**config.mk**
```make
export PLATFORM = sky130hd
export DESIGN_NAME = mdrop_ctl
export DESIGN_NICKNAME = d
export VERILOG_FILES = /design/src/rtl/mdrop_pkg.sv /design/src/rtl/mdrop_addr_filter.sv /design/src/rtl/mdrop_dir_ctl.sv /design/src/rtl/mdrop_pin_mux.sv /design/src/rtl/mdrop_ctl.sv
export SDC_FILE = /design/constraint.sdc
export NUM_CORES = 1
export LEC_CHECK = 0
export BUFFER_PORTS_ARGS = -buffer_cell sky130_fd_sc_hd__buf_2
export CAP_MARGIN = 30
export CORE_MARGIN = 4
export CORE_UTILIZATION = 58
export CTS_BUF_LIST = sky130_fd_sc_hd__clkbuf_4
export DETAILED_ROUTE_END_ITERATION = 16
export PLACE_DENSITY = 0.95
export SLEW_MARGIN = 10
export SYNTH_ARGS = -nofsm -noshare
export SYNTH_HDL_FRONTEND = slang
export SYNTH_HIERARCHICAL = 1
export SYNTH_SLANG_ARGS = --single-unit
```
**constraint.sdc**
```tcl
create_clock -name clk -period 2.1 [get_ports clk]
set_clock_uncertainty 0.1 [all_clocks]
set_input_delay 0.21 -clock clk [delete_from_list [all_inputs] [get_ports clk]]
set_output_delay 0.21 -clock clk [all_outputs]
set_load 0.02 [all_outputs]
```
**src/rtl/mdrop_pkg.sv**
```systemverilog
package mdrop_pkg;
  typedef enum logic [1:0] {
    DIR_IDLE = 2'd0,
    DIR_SEND = 2'd1,
    DIR_HOLD = 2'd2
  } dir_state_e;

  typedef enum logic {
    PIN_RTS = 1'b0,
    PIN_DTR = 1'b1
  } dir_pin_e;
endpackage

```
**src/rtl/mdrop_addr_filter.sv**
```systemverilog
module mdrop_addr_filter #(
  parameter int DATA_W = 8
) (
  input  logic              clk,
  input  logic              rst_n,
  input  logic [DATA_W:0]   rx_word,
  input  logic              rx_valid,
  input  logic [DATA_W-1:0] node_addr,
  input  logic              filt_en,
  input  logic              pass_addr,
  output logic              acc_q,
  output logic [DATA_W-1:0] acc_data_q,
  output logic              matched
);
  localparam int FLAG_BIT = DATA_W;

  logic              match_q, match_d;
  logic              acc_d;
  logic              hit;
  logic              is_addr;

  assign is_addr = rx_word[FLAG_BIT];
  assign hit     = (rx_word[DATA_W-1:0] == node_addr);

  always_comb begin
    match_d = match_q;
    acc_d   = 1'b0;
    if (!filt_en) begin
      match_d = 1'b0;
      acc_d   = rx_valid;
    end else if (rx_valid) begin
      if (is_addr) begin
        match_d = hit;
        acc_d   = hit && pass_addr;
      end else begin
        acc_d   = match_q;
      end
    end
  end

  always_ff @(posedge clk or negedge rst_n) begin
    if (!rst_n) begin
      match_q    <= 1'b0;
      acc_q      <= 1'b0;
      acc_data_q <= '0;
    end else begin
      match_q <= match_d;
      acc_q   <= acc_d;
      if (acc_d) begin
        acc_data_q <= rx_word[DATA_W-1:0];
      end
    end
  end

  assign matched = match_q;
endmodule

```
**src/rtl/mdrop_dir_ctl.sv**
```systemverilog
module mdrop_dir_ctl #(
  parameter int CNT_W = 8
) (
  input  logic             clk,
  input  logic             rst_n,
  input  logic             auto_en,
  input  logic             tx_fifo_empty,
  input  logic             tx_shift_empty,
  input  logic             bit_tick,
  input  logic [CNT_W-1:0] turn_delay,
  output logic             dir_on,
  output logic             in_send
);
  import mdrop_pkg::*;

  localparam logic [CNT_W-1:0] CNT_ONE = CNT_W'(1);

  dir_state_e       state_q, state_d;
  logic [CNT_W-1:0] cnt_q, cnt_d;
  logic             busy;

  assign busy = !tx_fifo_empty || !tx_shift_empty;

  always_comb begin
    state_d = state_q;
    cnt_d   = cnt_q;
    if (!auto_en) begin
      state_d = DIR_IDLE;
    end else begin
      case (state_q)
        DIR_IDLE: begin
          if (!tx_fifo_empty) state_d = DIR_SEND;
        end
        DIR_SEND: begin
          if (!busy) begin
            if (turn_delay == '0) begin
              state_d = DIR_IDLE;
            end else begin
              state_d = DIR_HOLD;
              cnt_d   = turn_delay;
            end
          end
        end
        DIR_HOLD: begin
          if (busy) begin
            state_d = DIR_SEND;
          end else if (bit_tick) begin
            if (cnt_q == CNT_ONE) state_d = DIR_IDLE;
            else                  cnt_d   = cnt_q - CNT_ONE;
          end
        end
        default: state_d = DIR_IDLE;
      endcase
    end
  end

  always_ff @(posedge clk or negedge rst_n) begin
    if (!rst_n) begin
      state_q <= DIR_IDLE;
      cnt_q   <= '0;
    end else begin
      state_q <= state_d;
      cnt_q   <= cnt_d;
    end
  end

  assign dir_on  = (state_q != DIR_IDLE);
  assign in_send = (state_q == DIR_SEND);
endmodule

```
**src/rtl/mdrop_pin_mux.sv**
```systemverilog
module mdrop_pin_mux (
  input  logic auto_en,
  input  logic dir_sel,
  input  logic dir_on,
  input  logic man_rts,
  input  logic man_dtr,
  input  logic hwfc_en,
  input  logic hwfc_rts,
  output logic rts_out,
  output logic dtr_out
);
  import mdrop_pkg::*;

  logic rts_base;
  logic own_rts, own_dtr;

  always_comb begin
    rts_base = hwfc_en ? hwfc_rts : man_rts;
    own_rts  = auto_en && (dir_pin_e'(dir_sel) == PIN_RTS);
    own_dtr  = auto_en && (dir_pin_e'(dir_sel) == PIN_DTR);
    rts_out  = own_rts ? dir_on : rts_base;
    dtr_out  = own_dtr ? dir_on : man_dtr;
  end
endmodule

```
**src/rtl/mdrop_ctl.sv**
```systemverilog
module mdrop_ctl #(
  parameter int DATA_W = 8,
  parameter int CNT_W  = 8
) (
  input  logic              clk,
  input  logic              rst_n,
  input  logic [DATA_W:0]   rx_word,
  input  logic              rx_valid,
  input  logic [DATA_W-1:0] node_addr,
  input  logic              filt_en,
  input  logic              pass_addr,
  output logic              rx_accept,
  output logic [DATA_W-1:0] rx_data,
  input  logic              auto_dir_en,
  input  logic              dir_sel,
  input  logic              tx_fifo_empty,
  input  logic              tx_shift_empty,
  input  logic              bit_tick,
  input  logic [CNT_W-1:0]  turn_delay,
  input  logic              man_rts,
  input  logic              man_dtr,
  input  logic              hwfc_en,
  input  logic              hwfc_rts,
  output logic              rts_out,
  output logic              dtr_out
);
  logic rst_meta, rst_sync_n;
  logic dir_on, in_send, matched;

  // asynchronous assert, synchronous release
  always_ff @(posedge clk or negedge rst_n) begin
    if (!rst_n) begin
      rst_meta   <= 1'b0;
      rst_sync_n <= 1'b0;
    end else begin
      rst_meta   <= 1'b1;
      rst_sync_n <= rst_meta;
    end
  end

  mdrop_addr_filter #(.DATA_W(DATA_W)) u_filt (
    .clk        (clk),
    .rst_n      (rst_sync_n),
    .rx_word    (rx_word),
    .rx_valid   (rx_valid),
    .node_addr  (node_addr),
    .filt_en    (filt_en),
    .pass_addr  (pass_addr),
    .acc_q      (rx_accept),
    .acc_data_q (rx_data),
    .matched    (matched)
  );

  mdrop_dir_ctl #(.CNT_W(CNT_W)) u_dir (
    .clk            (clk),
    .rst_n          (rst_sync_n),
    .auto_en        (auto_dir_en),
    .tx_fifo_empty  (tx_fifo_empty),
    .tx_shift_empty (tx_shift_empty),
    .bit_tick       (bit_tick),
    .turn_delay     (turn_delay),
    .dir_on         (dir_on),
    .in_send        (in_send)
  );

  mdrop_pin_mux u_pins (
    .auto_en  (auto_dir_en),
    .dir_sel  (dir_sel),
    .dir_on   (dir_on),
    .man_rts  (man_rts),
    .man_dtr  (man_dtr),
    .hwfc_en  (hwfc_en),
    .hwfc_rts (hwfc_rts),
    .rts_out  (rts_out),
    .dtr_out  (dtr_out)
  );
endmodule

```
==> impl_metrics.py, run 1 <==
metrics = {
    "run_status": {
        "status": "complete, no violations",
    },
    "clock_network": {
        "post_cts_buffers": 0,
        "h-tree-depth": 1,
        "path_clk_slew_ns": 0.10,
        "cts_tree": "built",
        "clk_latency_ns": 0.30,
        "root_buffer": "clkbuf_4",
        "cts_made_buffers": 3,
        "clockBufferDepth": 2,
        "cts_num_sinks": 22,
    },
    "placement": {
        "routabilityCongestion": 0.9076,
        "place_hpwl_um": 2996,
        "io_buffer_count": 49,
    },
    "critical_path": {
        "critPathCaptureType": "flop",
        "cp_max_fo": 5,
        "criticalPathCategory": "flop to flop",
        "cp.required_ns": 2.20,
        "arrival_ns": 2.12,
        "path_cells": "inv_1 > ha_1 > or3b_2 > o21ai_4 > a211oi_1 > o22a_2",
        "crit_path_start_kind": "flop",
        "critPathSlowestCell": "or3b_2",
        "max_stage_delay_ns": 0.52,
    },
    "drt": {
        "drtAntennaViolNets": 0,
        "viasPerCell": 6.356,
        "first_pass_iters": 4,
        "wl_um": 3993,
        "drc_errors": 0,
        "drt_iter0_drc": 77,
        "post_drt_wl_per_cell_um": 15.13,
        "vias": 1678,
    },
    "grt": {
        "overflow": 0,
        "antenna_found_initial": 0,
        "globalRouteTotalUtil_pct": 19.46,
        "grt_pass1_wl_um": 6341,
        "grt_pass1_vias": 1505,
        "grt_start_max_net_pins": 21,
    },
    "die": {
        "die_h_um": 62.48,
        "fp.dieArea_um2": 3904,
        "initial_core_util_pct": 61.37,
        "core-area_um2": 2805,
        "die-width_um": 62.48,
        "fp-row-count": 19,
        "io_pins": 50,
    },
    "final_layout": {
        "num_antenna_cells": 0,
        "nets": 276,
        "syn_to_final_growth_pct": 14.90,
        "fillers": 216,
        "seqCellArea_um2": 550.5,
        "drive_gt1_share_pct": 30.47,
        "multi_input_area_um2": 1062,
    },
    "flow_run": {
        "max_cap_violations": 0,
    },
    "sta": {
        "slew_violations": 0,
        "worst_pin_slew_ns": 0.7640,
        "hold_violations": 0,
        "setup_viol": 0,
        "min_period_ns": 2.018,
        "rsz0062_at_grt": "false",
        "slew_headroom_pct": 49.07,
        "tns_ns": 0,
        "fmax_ghz": 0.4955,
        "fin_crit_sh_pct": 96.09,
    },
    "min_path": {
        "worstHoldPathType": "primary input to async pin",
    },
    "pwr": {
        "leakagePower_nw": 0.7954,
        "power_frac_clock_pct": 14.2,
        "switching_share_pct": 37.13,
        "vdd_ir_drop_max_v": 0.0005044,
        "p_switching_uw": 470.8,
        "power_density_nw_per_um2": 641.0,
        "power.total_mw": 1.268,
        "internal_power_uw": 797.2,
        "p_seq_share_pct": 48.9,
        "comb_power_share_pct": 36.9,
    },
    "synth": {
        "syn_area_per_cell_um2": 9.014,
        "syn_nets": 232,
        "yosysWarnings": 6,
        "syn_area_um2": 1722,
        "syn_inst": 191,
    },
}
per-stage QoR:
| step | utilization (%) | setup slack [ns] | instance area [um^2] | hold slack, ns | instances |
|---|---|---|---|---|---|
| final | 70.52 | 0.08202 | 1978 | 0.09694 | 264 |
| after global routing | 70.52 | 0.03652 | 1978 | 0.07003 | 264 |
| after CTS | 70.25 | 0.1144 | 1971 | 0.08735 | 264 |
| after detailed placement | 69.09 | 0.1285 | 1938 | -0.1036 | 260 |
| after global placement | 69.09 | 0.1773 | 1938 | -0.1040 | 260 |
| after floorplan | - | 0.2749 | 1722 | -0.1856 | 191 |
cells in the final DEF (no fill, tap or decap), types with 2 or more instances in the layout:
cell,n
or4_1,10
nor2b_1,9
and2_1,3
buf_2,49
o211ai_1,11
xnor2_1,8
and3b_1,2
nor4_1,2
a22oi_1,3
o21a_1,2
inv_1,5
a21oi_1,9
nand3_1,10
o21ai_0,5
o22a_2,2
clkbuf_4,3
nand2_1,16
a211oi_1,2
nand2b_1,3
a311oi_1,7
a22o_1,2
nor3_1,4
dfrtp_1,22
ha_1,2
nand4_2,2
nor2_1,5
buf_4,4
power groups by stage:
stage	registers [mW]	clock network (mW)	logic [mW]
final	0.620	0.181	0.468
after global routing	0.635	0.214	0.518
after CTS	0.614	0.190	0.462
after detailed placement	0.621	0	0.461
after global placement	0.619	0	0.444
after floorplan	0.619	0	0.314
cell type report:
class                   count  area share [%]
repair buffers             54           14.42
flip-flops and latches     22           27.83
inverters                   5          0.9488
multi-input cells         149           53.70
clock buffers               3           1.139
well taps                  31           1.961
critical path, delay by kind of cell, from the launching register on:
family | cells | cell delay (ns)
AO/OA/AOI/OAI | 3 | 0.65
flip-flops | 1 | 0.42
buffers and inverters | 1 | 0.09
AND/OR/NAND/NOR | 1 | 0.52
adder cells (fa/ha/maj) | 1 | 0.14
worst paths after layout:
| path | from | to | slack, ns | depth (start not counted) |
|---|---|---|---|---|
| hold reg to reg | rst_sync_n$_DFF_PN0_ | u_filt/matched$_DFFE_PN0P_ | 0.22 | 0 |
| min in group clk | auto_dir_en | u_dir/state_q[0]$_DFFE_PN0P_ | 0.10 | 2 |
| hold / removal | rst_n | rst_meta$_DFF_PN0_ | 0.1 | 2 |
| max in group asynchronous | rst_sync_n$_DFF_PN0_ | u_filt/acc_data_q[7]$_DFFE_PN0P_ | 1.20 | 0 |
| setup reg to reg | u_dir/cnt_q[1]$_DFFE_PN0P_ | u_dir/cnt_q[1]$_DFFE_PN0P_ | 0.08 | 6 |
| setup / recovery | u_dir/cnt_q[1]$_DFFE_PN0P_ | u_dir/cnt_q[1]$_DFFE_PN0P_ | 0.08 | 6 |
per-layer routing:
layer	GRT usage [%]	vias up	routed length (um)	share of wire (%)
met5	0	-	0	0
met4	8.264	0	62	1.6
met3	4.856	10	227	5.7
li1	-	822	-	-
met2	33.16	57	2043	51
met1	23.17	789	1660	42
flip-flops by register name, summed over array words and instances (netlist names):
register / cells
rst_meta: 1
rst_sync_n: 1
u_dir/cnt_q: 8
u_dir/state_q: 2
u_filt/acc_data_q: 8
u_filt/acc_q: 1
u_filt/matched: 1
timing repair:
action / in CTS / in global routing
hold endpoints to repair: 2 / 0
gates resized for setup: 0 / 1
hold buffers: 1 / 0
setup endpoints to repair: 0 / 1
Power figures use the tool's default switching activity.
==> inputs of run 2 (changes only) <==
Settings changed: ABC_AREA from default to 1, CORE_UTILIZATION 58 to 56.
==> impl_metrics.py, run 2 <==
metrics = {
    "run_status": {
        "status": "complete, no violations",
    },
    "placement": {
        "place_hpwl_um": 2711,
        "routabilityCongestion": 0.9013,
        "io_buffer_count": 49,
        "place_ws_ns": 0.5792,
    },
    "critical_path": {
        "criticalPathCategory": "flop to flop",
        "arrival_ns": 1.71,
        "crit_path_start_kind": "flop",
        "cp_max_fo": 9,
        "cp.required_ns": 2.20,
        "critPathCaptureType": "flop",
        "ff2ff_path_depth": 9,
    },
    "sta": {
        "slew_headroom_pct": 46.60,
        "hold_violations": 0,
        "tns_ns": 0,
        "setup_viol": 0,
        "min_period_ns": 1.607,
        "fin_ws_ns": 0.4926,
        "slew_violations": 0,
        "fin_crit_sh_pct": 76.54,
        "fmax_ghz": 0.6221,
        "rsz0062_at_grt": "false",
        "worst_pin_slew_ns": 0.8010,
    },
    "synth": {
        "synth_seq_cells": 22,
        "yosysMostFrequentCell": "nand2_1",
        "synth-edff-count": 0,
        "synthArstFlopShare_pct": 100.0,
        "ys_seq_area_share_pct": 36.24,
        "synth-main-ff-cell": "dfrtp_1",
        "syn_area_um2": 1519,
        "yosys.area.top_type": "dfrtp_1",
        "syn_inst": 230,
        "synth_common_cells": "94 x nand2_1, 26 x nand3_1, 24 x inv_1, 22 x dfrtp_1, 19 x nor2_1",
        "syn_area_per_cell_um2": 6.604,
        "ys_types": 25,
        "yosys.area.top_type_share_pct": 36.24,
        "syn_nets": 271,
        "yosysWarnings": 6,
        "ys_top_cells_by_area": "dfrtp_1 36%, nand2_1 23%, nand3_1 8.6%",
    },
    "drt": {
        "drc_errors": 0,
        "post_drt_wl_per_cell_um": 10.97,
        "drt_iter0_drc": 93,
        "vias": 1581,
        "first_pass_iters": 4,
        "wl_um": 3424,
        "viasPerCell": 5.067,
        "drtAntennaViolNets": 0,
    },
    "final_layout": {
        "final_common_cell": "nand2_1",
        "utilization_pct": 73.56,
        "syn_to_final_growth_pct": 22.16,
        "num_antenna_cells": 0,
        "mostFrequentLayoutCells": "94 x nand2_1, 49 x buf_2, 26 x nand3_1",
        "drive_gt1_share_pct": 24.82,
        "largest_registers": "u_dir/cnt_q x8, u_filt/acc_data_q x8, u_dir/state_q x2",
        "nets": 324,
    },
    "grt": {
        "globalRouteTotalUtil_pct": 20.74,
        "antenna_found_initial": 0,
        "grt_pass1_wl_um": 5678,
        "met3_usage_pct": 4.104,
        "grt_start_max_net_pins": 21,
        "grtUsageMet2_pct": 36.73,
        "grt_pass1_vias": 1385,
        "met1_usage_pct": 24.23,
        "overflow": 0,
        "busiest_layer": "met2",
    },
    "pwr": {
        "leakagePower_nw": 1.075,
        "vdd_ir_drop_max_v": 0.0007041,
        "power_density_nw_per_um2": 854.5,
    },
    "flow_run": {
        "max_cap_violations": 0,
    },
    "die": {
        "fp.dieArea_um2": 3610,
        "initial_core_util_pct": 60.22,
        "core-area_um2": 2522,
        "die_h_um": 60.08,
        "fp-row-count": 18,
        "die-width_um": 60.08,
        "io_pins": 50,
    },
    "min_path": {
        "hold_depth": 3,
        "worstHoldPathType": "primary input to flop",
    },
    "clock_network": {
        "cts_tree": "built",
        "cts_hold_buf": 1,
        "post_cts_buffers": 0,
        "h-tree-depth": 1,
        "root_buffer": "clkbuf_4",
        "clockBufferDepth": 2,
        "ctsResizeCount": 0,
        "clk_latency_ns": 0.31,
        "cts_num_sinks": 22,
        "path_clk_slew_ns": 0.12,
        "cts_made_buffers": 3,
    },
}
==> run 2: cell types whose count changed in the layout (fill, tap and decap cells not counted), moves of 8 or more <==
cell      previous run  this run
nand2_1             16        94
nor2b_1              9         0
nand3_1             10        26
a21oi_1              9         1
nor2_1               5        19
or4_1               10         0
inv_1                5        24
o211ai_1            11         0
==> run 2: cells by family (layout without fill, tap and decap cells) <==
kind of cell / count (synthesis) / in the layout / synth area share (%)
AOI/OAI and AO/OA: 15 / 15 / 5.437
xor gates and xnor gates: 5 / 5 / 2.883
adders and majority gates: 2 / 2 / 1.647
buffers and inverters: 31 / 83 / 7.742
DFF: 22 / 22 / 36.24
other: 1 / 1 / 0.2469
and+or+nand+nor: 154 / 154 / 45.80
==> run 2: cell type report <==
type                    instances  area [um^2]
clock inverters                 1        30.03
multi-input cells             177        850.8
flip-flops and latches         22        550.5
repair buffers                 50        255.2
well taps                      30        37.54
inverters                      29        108.9
clock buffers                   3        22.52
fillers                       219        666.9
==> run 2: layer usage <==
| layer | part of all wire, % | up-vias |
|---|---|---|
| li1 | - | 812 |
| met1 | 40 | 697 |
| met2 | 50 | 65 |
| met3 | 8.1 | 7 |
| met4 | 2.0 | 0 |
| met5 | 0 | - |
==> run 2: final timing paths <==
check	start	to	slack [ns]
setup / recovery	u_dir/cnt_q[1]$_DFFE_PN0P_	u_dir/cnt_q[3]$_DFFE_PN0P_	0.49
hold / removal	filt_en	u_filt/matched$_DFFE_PN0P_	0.01
setup reg to reg	u_dir/cnt_q[1]$_DFFE_PN0P_	u_dir/cnt_q[3]$_DFFE_PN0P_	0.49
hold reg to reg	rst_sync_n$_DFF_PN0_	u_filt/acc_data_q[7]$_DFFE_PN0P_	0.24
max in group asynchronous	rst_sync_n$_DFF_PN0_	u_dir/cnt_q[2]$_DFFE_PN0P_	1.16
min in group asynchronous	rst_n	rst_meta$_DFF_PN0_	0.09
==> run 2: stage by stage <==
stage / cells / hold WS, ns / cell area [um^2] / total power [mW]
after global placement: 307 / -0.1032 / 1793 / 1.233
after CTS: 312 / 0.004054 / 1856 / 1.583
after global routing: 312 / 0.002033 / 1856 / 1.711
after detailed placement: 307 / -0.1039 / 1793 / 1.259
after floorplan: 230 / -0.1856 / 1519 / 1.063
final: 312 / 0.01285 / 1856 / 1.585
==> run 2: power breakdown <==
part,internal (mW),switching (mW),leakage (nW)
logic,0.228,0.399,0.772
registers,0.522,0.119,0.275
clock network,0.193,0.125,0.0279
total,0.943,0.643,1.08
==> run 2: critical path, stage by stage, from the launching register on <==
cell and delay [ns]:
dfrtp_1 0.41, inv_1 0.12, ha_1 0.19, nand2_1 0.06, nor2_1 0.13, nand3_1 0.14
nand2_4 0.16, nor2_8 0.07, nand2_1 0.06, nand2_1 0.05
==> inputs of run 3 (changes only) <==
Settings changed: CORE_UTILIZATION 56 to 47, PLACE_DENSITY 0.95 to 0.88.
Clock period 2.1 ns to 1.3 ns, I/O delays scaled along.
==> impl_metrics.py, run 3 (synthesized netlist as in run 2, its figures left out) <==
metrics = {
    "grt": {
        "globalRouteTotalUtil_pct": 22.87,
        "grt_pass1_vias": 1786,
        "grt_start_max_net_pins": 21,
        "antenna_found_initial": 0,
        "grt_pass1_wl_um": 7576,
        "overflow": 0,
    },
    "critical_path": {
        "critPathMostFrequentCell": "buf_6",
        "max_stage_delay_ns": 0.42,
        "reg2reg_from": "u_dir/state_q[0]$_DFFE_PN0P_",
        "path_cells": "buf_6 > nor2_4 > inv_2 > nand3_2 > nand2_2 > buf_6",
        "crit_path_start_kind": "flop",
        "arrival_ns": 1.28,
        "ff2ff_path_depth": 10,
        "criticalPathCategory": "flop to output pin",
        "critPathBufInv": 3,
        "critPathCaptureType": "output pin",
        "cp_max_fo": 2,
        "crit_family": "flip-flops",
        "cp.required_ns": 1.07,
        "rr_endpoint": "u_dir/cnt_q[4]$_DFFE_PN0P_",
        "critPathSlowestCell": "dfrtp_1",
        "reg2reg_slack_ns": -0.21,
    },
    "final_layout": {
        "drive_gt1_share_pct": 36.48,
        "largest_registers": "u_dir/cnt_q x8, u_filt/acc_data_q x8, u_dir/state_q x2",
        "mostFrequentLayoutCells": "86 x nand2_1, 46 x buf_2, 22 x dfrtp_1, 22 x nand3_1, 21 x inv_1",
        "final_common_cell": "nand2_1",
        "multi_input_area_um2": 964.7,
        "nets": 360,
        "seqCellArea_um2": 550.5,
        "fillers": 237,
        "num_antenna_cells": 0,
        "syn_to_final_growth_pct": 49.59,
    },
    "sta": {
        "whs_ns": 0.03124,
        "setup_viol": 11,
        "fin_ws_ns": -0.2096,
        "min_period_ns": 1.510,
        "rsz0062_at_grt": "true",
        "fin_crit_sh_pct": 116.1,
        "slew_violations": 0,
        "fmax_ghz": 0.6624,
        "hold_violations": 0,
    },
    "placement": {
        "routabilityCongestion": 0.7894,
        "place_hpwl_um": 3028,
        "place_ws_ns": -0.1474,
        "io_buffer_count": 49,
    },
    "clock_network": {
        "cts_tree": "built",
        "h-tree-depth": 1,
        "cts_made_buffers": 3,
        "path_clk_slew_ns": 0.12,
        "clockBufferDepth": 2,
        "cts_num_sinks": 22,
        "root_buffer": "clkbuf_4",
        "clk_latency_ns": 0.31,
    },
    "drt": {
        "wl_met2_um": 2606,
        "vias": 1795,
        "first_pass_iters": 4,
        "drtAntennaViolNets": 0,
        "top_layer": "met4",
        "drt_iter0_drc": 86,
        "post_drt_wl_per_cell_um": 12.95,
        "wl_um": 4689,
        "m1WireLength_um": 1786,
        "met3_length_um": 226,
        "drc_errors": 0,
        "viasPerCell": 4.959,
    },
    "die": {
        "io_pins": 50,
        "die-width_um": 64.85,
        "core-area_um2": 3078,
        "die_h_um": 64.85,
        "fp-row-count": 20,
        "fp.dieArea_um2": 4206,
        "initial_core_util_pct": 49.35,
    },
    "pwr": {
        "power_density_nw_per_um2": 1245,
        "power.total_mw": 2.829,
        "leakagePower_nw": 1.249,
        "vdd_ir_drop_max_v": 0.0008427,
    },
    "flow_run": {
        "max_cap_violations": 0,
    },
    "run_status": {
        "violations": "setup timing",
        "status": "finished, violations left",
    },
    "min_path": {
        "worstHoldPathType": "primary input to async pin",
    },
}
run 3: how the worst max path moves through the flow:
stage | to | slack [ns] | startpoint | cells after the start
after global routing | u_dir/cnt_q[4]$_DFFE_PN0P_ | -0.29 | u_dir/state_q[0]$_DFFE_PN0P_ | 10
after CTS | rts_out | -0.17 | u_dir/state_q[0]$_DFFE_PN0P_ | 6
after detailed placement | u_dir/cnt_q[0]$_DFFE_PN0P_ | -0.15 | u_dir/cnt_q[0]$_DFFE_PN0P_ | 8
final | dtr_out | -0.21 | u_dir/state_q[1]$_DFFE_PN0P_ | 6
after floorplan | u_dir/cnt_q[0]$_DFFE_PN0P_ | -0.05 | u_dir/cnt_q[1]$_DFFE_PN0P_ | 9
after global placement | u_dir/cnt_q[2]$_DFFE_PN0P_ | -0.11 | u_dir/cnt_q[1]$_DFFE_PN0P_ | 8
run 3: layout make-up:
cell class              instances  share of cell area, %
flip-flops and latches         22                  24.23
well taps                      44                  2.423
inverters                      29                  5.121
repair buffers                 82                  24.61
multi-input cells             181                  42.46
clock buffers                   3                 0.9912
clock inverters                 1                 0.1652
run 3: per-stage QoR:
step,util [%],cell area [um^2],instances,setup TNS [ns]
after CTS,70.89,2182,358,-1.577
final,73.82,2272,362,-2.156
after global routing,73.82,2272,362,-3.095
after floorplan,-,1534,230,-0.3808
after detailed placement,63.21,1946,337,-1.100
after global placement,63.21,1946,337,-0.5633
run 3: power by group:
part | total, mW | internal (mW) | switching, mW
clock network | 0.314 | 0.112 | 0.202
logic | 1.54 | 0.682 | 0.857
registers | 0.976 | 0.844 | 0.132
run 3: routing by layer:
metal | up-vias | global-route usage [%]
met4 | 0 | 5.277
met3 | 10 | 3.986
met2 | 60 | 45.21
met1 | 829 | 24.75
met5 | - | 0
li1 | 896 | -
run 3: worst reg2reg max path, cell delays in order (launching register included):
cell     delay, ns
dfrtp_1       0.43
buf_6         0.14
inv_4         0.05
nor2_2        0.04
nand2_2       0.07
nand2_2       0.07
nor2_4        0.13
nand2_4       0.11
nor2_8        0.19
nand2_1       0.07
nand2_1       0.06
run 3: what timing repair did:
item                                    in CTS  in global routing
endpoints found under the setup margin      11                 21
endpoints found under the hold margin       12                  0
gates resized for setup                     22                 18
hold buffers                                12                  0
setup buffers                                3                  2
cloned                                       2                  2
pin swaps                                    7                 11
